### config.mk
export PLATFORM = sky130hd
export DESIGN_NAME = edge_irq_bank
export DESIGN_NICKNAME = d
export VERILOG_FILES = /design/src/rtl/edge_irq_bank.sv
export SDC_FILE = /design/constraint.sdc
export NUM_CORES = 1
export LEC_CHECK = 0
export BUFFER_PORTS_ARGS = -buffer_cell sky130_fd_sc_hd__buf_2
export CAP_MARGIN = 5
export CELL_PAD_IN_SITES_DETAIL_PLACEMENT = 1
export CELL_PAD_IN_SITES_GLOBAL_PLACEMENT = 1
export CORE_MARGIN = 3
export CORE_UTILIZATION = 44
export CTS_CLUSTER_SIZE = 20
export DETAILED_ROUTE_END_ITERATION = 8
export PLACE_DENSITY = 0.75
export SLEW_MARGIN = 20
export SYNTH_ARGS = -nofsm -noshare
export SYNTH_HDL_FRONTEND = slang
export SYNTH_SLANG_ARGS = --single-unit
### constraint.sdc
create_clock -name clk -period 1.9 [get_ports clk]
set_clock_uncertainty 0.15 [all_clocks]
set_input_delay 0.285 -clock clk [delete_from_list [all_inputs] [get_ports clk]]
set_output_delay 0.285 -clock clk [all_outputs]
set_load 0.03 [all_outputs]
### src/rtl/edge_irq_bank.sv
module edge_irq_bank #(
  parameter int N_SRC  = 24,
  parameter int ADDR_W = 5
) (
  input  logic              clk,
  input  logic              rst_n,
  input  logic [N_SRC-1:0]  src_i,
  input  logic              wr_en,
  input  logic              rd_en,
  input  logic [ADDR_W-1:0] addr,
  input  logic [7:0]        wdata,
  output logic [7:0]        rdata,
  output logic              irq0_n,
  output logic              irq1_n
);
  localparam int NB    = (N_SRC + 7) / 8;
  localparam int EB    = (N_SRC + 3) / 4;
  localparam int W     = NB * 8;
  localparam int ST_A  = 1;
  localparam int MK_A  = 1 + 2 * NB;
  localparam int ES_A  = 1 + 4 * NB;

  logic [N_SRC-1:0] src_q, src_q2;
  logic             primed;
  logic             cor, pend_dis;
  logic [EB*8-1:0]  esel;
  logic [W-1:0]     st   [2];
  logic [W-1:0]     pend [2];
  logic [W-1:0]     mk   [2];
  logic [W-1:0]     clr  [2];
  logic [W-1:0]     ev, valid;

  for (genvar i = 0; i < W; i++) begin : g_ev
    if (i < N_SRC) begin : g_live
      assign valid[i] = 1'b1;
      assign ev[i] = (esel[2*i+1] & src_q[i] & ~src_q2[i]) |
                     (esel[2*i]   & ~src_q[i] & src_q2[i]);
    end else begin : g_pad
      assign valid[i] = 1'b0;
      assign ev[i]    = 1'b0;
    end
  end

  always_ff @(posedge clk or negedge rst_n) begin
    if (!rst_n) begin
      src_q  <= '0;
      src_q2 <= '0;
      primed <= 1'b0;
    end else if (!primed) begin
      src_q  <= src_i;
      src_q2 <= src_i;
      primed <= 1'b1;
    end else begin
      src_q  <= src_i;
      src_q2 <= src_q;
    end
  end

  always_comb begin
    for (int l = 0; l < 2; l++) begin
      clr[l] = '0;
      for (int b = 0; b < NB; b++) begin
        if (addr == ADDR_W'(ST_A + l*NB + b)) begin
          if (cor && rd_en)
            clr[l][b*8 +: 8] = st[l][b*8 +: 8];
          else if (!cor && wr_en)
            clr[l][b*8 +: 8] = wdata;
        end
      end
    end
  end

  always_ff @(posedge clk or negedge rst_n) begin
    if (!rst_n) begin
      for (int l = 0; l < 2; l++) begin
        st[l]   <= '0;
        pend[l] <= '0;
      end
    end else begin
      for (int l = 0; l < 2; l++) begin
        st[l]   <= ((st[l] & ~clr[l]) | ev | (clr[l] & pend[l])) & valid;
        pend[l] <= (pend[l] | (st[l] & ev & {W{~pend_dis}})) & ~(st[l] & clr[l]) & valid;
      end
    end
  end

  always_ff @(posedge clk or negedge rst_n) begin
    if (!rst_n) begin
      cor      <= 1'b0;
      pend_dis <= 1'b0;
      esel     <= '0;
      mk[0]    <= '1;
      mk[1]    <= '1;
    end else if (wr_en) begin
      if (addr == '0) begin
        cor      <= wdata[0];
        pend_dis <= wdata[1];
      end
      for (int l = 0; l < 2; l++)
        for (int b = 0; b < NB; b++)
          if (addr == ADDR_W'(MK_A + l*NB + b))
            mk[l][b*8 +: 8] <= wdata;
      for (int b = 0; b < EB; b++)
        if (addr == ADDR_W'(ES_A + b))
          esel[b*8 +: 8] <= wdata;
    end
  end

  always_comb begin
    rdata = '0;
    if (addr == '0) rdata = {6'b0, pend_dis, cor};
    for (int l = 0; l < 2; l++)
      for (int b = 0; b < NB; b++) begin
        if (addr == ADDR_W'(ST_A + l*NB + b)) rdata = st[l][b*8 +: 8];
        if (addr == ADDR_W'(MK_A + l*NB + b)) rdata = mk[l][b*8 +: 8];
      end
    for (int b = 0; b < EB; b++)
      if (addr == ADDR_W'(ES_A + b)) rdata = esel[b*8 +: 8];
  end

  assign irq0_n = ~|(st[0] & ~mk[0]);
  assign irq1_n = ~|(st[1] & ~mk[1]);
endmodule

==> results of run 1 <==
cells in the final DEF, fill, tap and decap left out, types with 9 or more instances in the layout:
cell type and n:
mux2_2 123, clkbuf_16 26, clkbuf_1 12, dlygate4sd3_1 25
a21oi_2 11, o21ai_1 23, nand2_1 103, buf_12 14
a31oi_1 117, dfstp_2 48, dfrtp_1 188, nor3_1 9
buf_2 34, o22ai_1 16, buf_4 257, o21ai_0 48
inv_1 69, nor2_1 123, nand2b_1 10, buf_6 16
a21oi_1 75
stage by stage:
stage	area, sq um	setup TNS, ns
after floorplan	12300	-1.58
after global placement	14800	-46.89
after detailed placement	14800	-55.15
after CTS	16400	-6.95
after global routing	16500	-7.28
final	16500	-7.47
sequential cells by signal, indices dropped and copies added, names as in the netlist:
signal	count
src_q	24
st	48
esel	48
mk	48
src_q2	24
pend_dis	1
cor	1
primed	1
pend	48
report_power, final:
part	internal [mW]	switching [mW]	leakage, nW
clock	3.00	2.22	0.418
sequential	6.02	0.674	2.58
combinational	1.48	1.86	4.08
logic make-up after synthesis:
kind of cell,after synthesis
flip-flops,243
AND/OR/NAND/NOR,329
multiplexers,131
AO/OA/AOI/OAI,382
buffers and inverters,150
other,1
how the worst min path moves through the flow:
stage | from | end | cells past startpoint
after floorplan | rst_n | cor | 0
after global placement | rst_n | st[30] | 1
after detailed placement | rst_n | st[30] | 1
after CTS | wdata[7] | mk[7] | 2
after global routing | wdata[7] | mk[7] | 2
final | wdata[7] | mk[7] | 2
metal layers:
layer  track usage (%)  up-vias
li1                  -     5064
met1              46.2     6104
met2              61.4      575
met3              5.56      201
met4              18.6        2
met5                 0        -
timing repair:
action / CTS / global route
endpoints found under the hold margin: 261 / 0
buffers inserted: 3 / 2
cloned: 0 / 0
gates resized for setup: 108 / 34
pin swaps: 41 / 25
setup endpoints to repair: 10 / 32
hold buffers: 25 / 0
worst max-delay path: stages:
cell and delay [ns]:
buf_4 0.21, buf_4 0.17, nor2b_1 0.06, buf_4 0.15, and3_1 0.32, a221oi_1 0.49
a21oi_1 0.20, a31oi_4 0.29, buf_6 0.18
synthesized netlist by cell type (8+ instances only):
cell,number,area share (%)
dfstp_2,48,10
o221ai_1,8,0.57
o22ai_1,22,1.1
nor3_1,13,0.53
dfrtp_1,195,40
o21ai_1,17,0.70
o21ai_0,62,2.5
nor2_1,127,3.9
nand2_1,106,3.3
mux2_2,123,11
a22oi_1,12,0.74
nand2b_1,10,0.51
a21oi_1,87,3.6
clkbuf_1,32,0.99
a221oi_1,11,0.79
mux2i_1,8,0.66
inv_1,75,2.3
a31oi_1,119,6.1
buf_4,13,0.80
buf_2,21,0.86
nor2b_1,8,0.41
nand3_1,14,0.57
cell type report:
cell class                 count  area, sq um
antenna                        1         2.50
clock buffer                  46          806
tap                          372          465
multi-input combinational    843         5930
inverter                      76          285
timing repair buffer         347         2830
fill                        2909        10600
clock inverter                 2         60.1
sequential                   243         6150
==> impl_metrics.yaml, run 1 <==
outcome:
  outcome: "finished with violations"
  violations: "setup timing"
timing:
  finalHoldViolCount: 0
  fin_crit_sh_pct: 148
  rsz0062_at_grt: "true"
  fin_crit_ns: 2.82
  max-slew-margin-rel_pct: 57.6
  hold_slack_ns: 0.0450
  fmax_mhz: 355
  setup_slack_ns: -0.919
  finalSetupViolCount: 18
  drv_slew: 0
  worst_pin_slew_ns: 0.633
synthesis:
  ys_seq_elements: 243
  synth_nets: 1277
  synth_compound_area_share_pct: 19.3
  synthSimpleGateAreaFrac_pct: 12.6
  synth-async-reset-ratio_pct: 100
  synth_edf_count: 0
  ys_types: 70
  synthAdderAreaFrac_pct: 0
  synthMuxAreaShare_pct: 12.0
  ys.flop_type: "dfrtp_1"
  yosys_warnings: 0
  synthXorXnorAreaFrac_pct: 0
  synth_top_family_by_area: "compound AO/OA/AOI/OAI gates"
  syn-cell-area_sq_um: 12200
  synth_cells: 1236
  syn_area_per_cell_sq_um: 9.87
  ys_seq_area_share_pct: 50.4
global_routing:
  grt_pass1_vias: 12623
  grt_max_degree: 54
  grt_use_total_pct: 36.6
  antenna_found_initial: 1
  grt_pass1_wl_mm: 80.5
  overflow: 0
drt:
  met3_length_mm: 3.88
  wl_met1_mm: 21.4
  antenna_left: 0
  wirelength_mm: 55.4
  drcViolationCount: 0
  vias: 11946
  routed_via_density: 6.19
  avgRoutedWirePerCell_um: 28.7
  route.met2.wl_mm: 26.3
  first_pass_iters: 5
  top_layer: "met5"
  drtIter0Drc: 1006
cts:
  cts_tree: "done"
  cts.clk_slew.worst_paths_ns: 0.06
  insertion_delay_ns: 0.57
  root_buffer: "clkbuf_16"
  cts_sinks: 243
  clockBufferDepth: 3
  cts-buffers-inserted: 26
  htree_levels: 1
placement:
  dp_cells: 1856
  place_hpwl_mm: 37.8
  dp_slack_ns: -0.934
  port_buffers: 50
  gp_congestion: 1.04
final_layout:
  post-route-util_pct: 61.0
  area.growth.synth_to_final_pct: 35.5
  fin_cells: 1930
  final_layout_size_suffix_gt1_share_pct: 41.6
  nets: 1578
setup_path:
  critical_path_required_ns: 1.46
  path_max_fanout: 12
  arrival_ns: 2.38
  reg2reg_slack_ns: 0.08
  critPathKind: "in2out"
  r2r_start: "cor"
  critPathCapture: "rdata[3]"
  r2r_end: "st[20]"
  r2r_cells: 7
  startpoint: "addr[2]"
  endpoint_kind: "output port"
  crit_path_start_kind: "input port"
job:
  max_cap_violations: 0
pwr:
  power_mw: 15.2
  power_density_nw_per_um2: 923
  p_leak_nw: 7.08
  vdd_ir_drop_max_mv: 0.899
floorplanning:
  die_y_um: 172
  ios: 51
  die_w_um: 172
  dieArea_sq_um: 29700
  fp-row-count: 60
  start_util_pct: 45.0
  core_sq_um: 27100
worst_hold_path:
  hp-class: "in2reg"
(Power assumes the default switching activity.)
==> run 2, diff against run 1 <==
--- a/config.mk
+++ b/config.mk
@@ -13,2 +13,3 @@
 export CORE_UTILIZATION = 44
+export CTS_CLUSTER_DIAMETER = 150
 export CTS_CLUSTER_SIZE = 20
--- a/constraint.sdc
+++ b/constraint.sdc
@@ -4,2 +4,2 @@
 set_output_delay 0.285 -clock clk [all_outputs]
-set_load 0.03 [all_outputs]
+set_load 0.02 [all_outputs]
==> run 2 against run 1 <==
Compared with the run above: the flow still finishes with violations (setup timing); non-clock buffer count is 13 higher; die area did not move; worst setup slack improved by 0.16 ns; cell count decreased by 0.41%; sequential cell count unchanged; sequential share of layout area grew 0.51 points; clock power is 31% lower; critical path type is now reg2out; critical endpoint unchanged.
==> impl_metrics.yaml, run 2 (same netlist as run 1, synthesis figures left out) <==
pwr:
  power_density_nw_per_um2: 827
  p_leak_nw: 7.04
  vdd_ir_drop_max_mv: 1.14
setup_path:
  critical_path_required_ns: 1.46
  endpoint_kind: "output port"
  startpoint: "mk[27]"
  r2r_cells: 7
  cp_top_family: "compound AO/OA/AOI/OAI gates"
  critPathKind: "reg2out"
  r2r_end: "st[42]"
  r2r_start: "cor"
  critPathCapture: "rdata[3]"
  reg2reg_slack_ns: 0.09
  path_cells: "nand3_2 > a211oi_2 > o22ai_2 > o311ai_4 > o2111ai_2 > a31oi_4 > buf_6"
  worst-path-stages: 7
  max_stage_delay_ns: 0.58
  critPathBufInv: 1
  worst_path_max_delay_cell: "dfstp_2"
  path_max_fanout: 2
  crit_path_start_kind: "flip-flop"
  arrival_ns: 2.22
floorplanning:
  ios: 51
  start_util_pct: 45.0
  dieArea_sq_um: 29700
  core_sq_um: 27100
  die_w_um: 172
  die_y_um: 172
  fp-row-count: 60
drt:
  drcViolationCount: 0
  route.met2.wl_mm: 25.1
  vias: 11509
  top_layer: "met5"
  drtIter0Drc: 976
  met3_length_mm: 3.41
  routed_via_density: 5.99
  wl_met1_mm: 21.2
  wirelength_mm: 52.9
  antenna_left: 0
  avgRoutedWirePerCell_um: 27.5
  first_pass_iters: 5
timing:
  fin_crit_sh_pct: 140
  drv_slew: 0
  finalHoldViolCount: 0
  rsz0062_at_grt: "true"
  hold_slack_ns: 0.0721
  max-slew-margin-rel_pct: 59.3
  finalSetupViolCount: 10
  fmax_mhz: 376
  fin_crit_ns: 2.66
  setup_slack_ns: -0.759
  worst_pin_slew_ns: 0.608
final_layout:
  final_layout_size_suffix_gt1_share_pct: 41.9
  final_cell_mix: "264 x buf_4, 190 x dfrtp_1, 123 x mux2_2, 120 x nor2_1, 118 x a31oi_1"
  fin_area_sq_um: 16300
  n_antenna_cell: 0
  layout_commonest_cell: "buf_4"
  area.growth.synth_to_final_pct: 33.6
  nets: 1581
global_routing:
  grt_use_total_pct: 35.6
  grt_pass1_vias: 12277
  antenna_found_initial: 1
  grt_pass1_wl_mm: 77.8
  overflow: 0
  grt_max_degree: 63
worst_hold_path:
  hp-class: "in2reg"
outcome:
  violations: "setup timing"
  outcome: "finished with violations"
cts:
  clockBufferDepth: 3
  cts-buffers-inserted: 16
  cts_sinks: 243
  cts.clk_slew.worst_paths_ns: 0.10
  htree_levels: 1
  cts_tree: "done"
  root_buffer: "clkbuf_16"
  insertion_delay_ns: 0.53
placement:
  place_hpwl_mm: 38.5
  dp_slack_ns: -0.787
  place_area_sq_um: 14900
  gp_congestion: 1.05
  port_buffers: 50
job:
  max_cap_violations: 0
run 2: per-layer routing:
layer	vias up	GRT usage, %
li1	5077	-
met1	5849	45.6
met5	-	0
met3	132	6.17
met4	2	17.6
met2	449	58.4
run 2: cell type report:
type / instances / area, sq um
multi-input combinational: 843 / 5990
tap: 372 / 465
timing repair buffer: 360 / 2930
clock buffer: 26 / 438
fill: 2988 / 10800
inverter: 76 / 285
clock inverter: 2 / 36.3
sequential: 243 / 6150
run 2: power by group:
group | internal [mW] | switching [mW] | total (mW)
Sequential | 6.01 | 0.657 | 6.66
Clock | 1.64 | 1.96 | 3.60
Combinational | 1.47 | 1.74 | 3.21
Total | 9.11 | 4.36 | 13.5
run 2: repair_timing:
item	4_1_cts	5_1_grt
hold buffers	25	0
endpoints found under the hold margin	99	0
pin swaps	43	28
setup endpoints to repair	11	41
buffers inserted	13	4
resized for setup	98	47
run 2: metrics by stage:
stage          cells  total power [mW]  setup TNS, ns  utilization (%)
2_1_floorplan   1236              7.86         -0.789                -
3_3_place_gp    1860              9.40         -35.55             55.0
3_5_place_dp    1860              9.58         -40.81             55.0
4_1_cts         1918              13.3          -6.30             59.3
5_1_grt         1922              14.0          -6.83             60.1
6_report        1922              13.5          -6.23             60.1
run 2: tightest hold or removal path, delay by kind of cell:
kind / cells / cell delay (ns)
compound gates: 1 / 0.08
buf+inv: 2 / 0.23
simple gates: 2 / 0.12
run 2: worst min-delay path by stage:
stage                     startpoint      end  slack, ns  cells past startpoint
after floorplan                rst_n      cor      -0.16                      0
after global placement         rst_n  pend[6]       0.14                      1
after detailed placement       rst_n    st[0]       0.15                      1
after CTS                   wdata[3]  pend[3]       0.07                      5
after global routing        wdata[5]  pend[5]       0.12                      5
final                       wdata[3]  pend[3]       0.07                      5
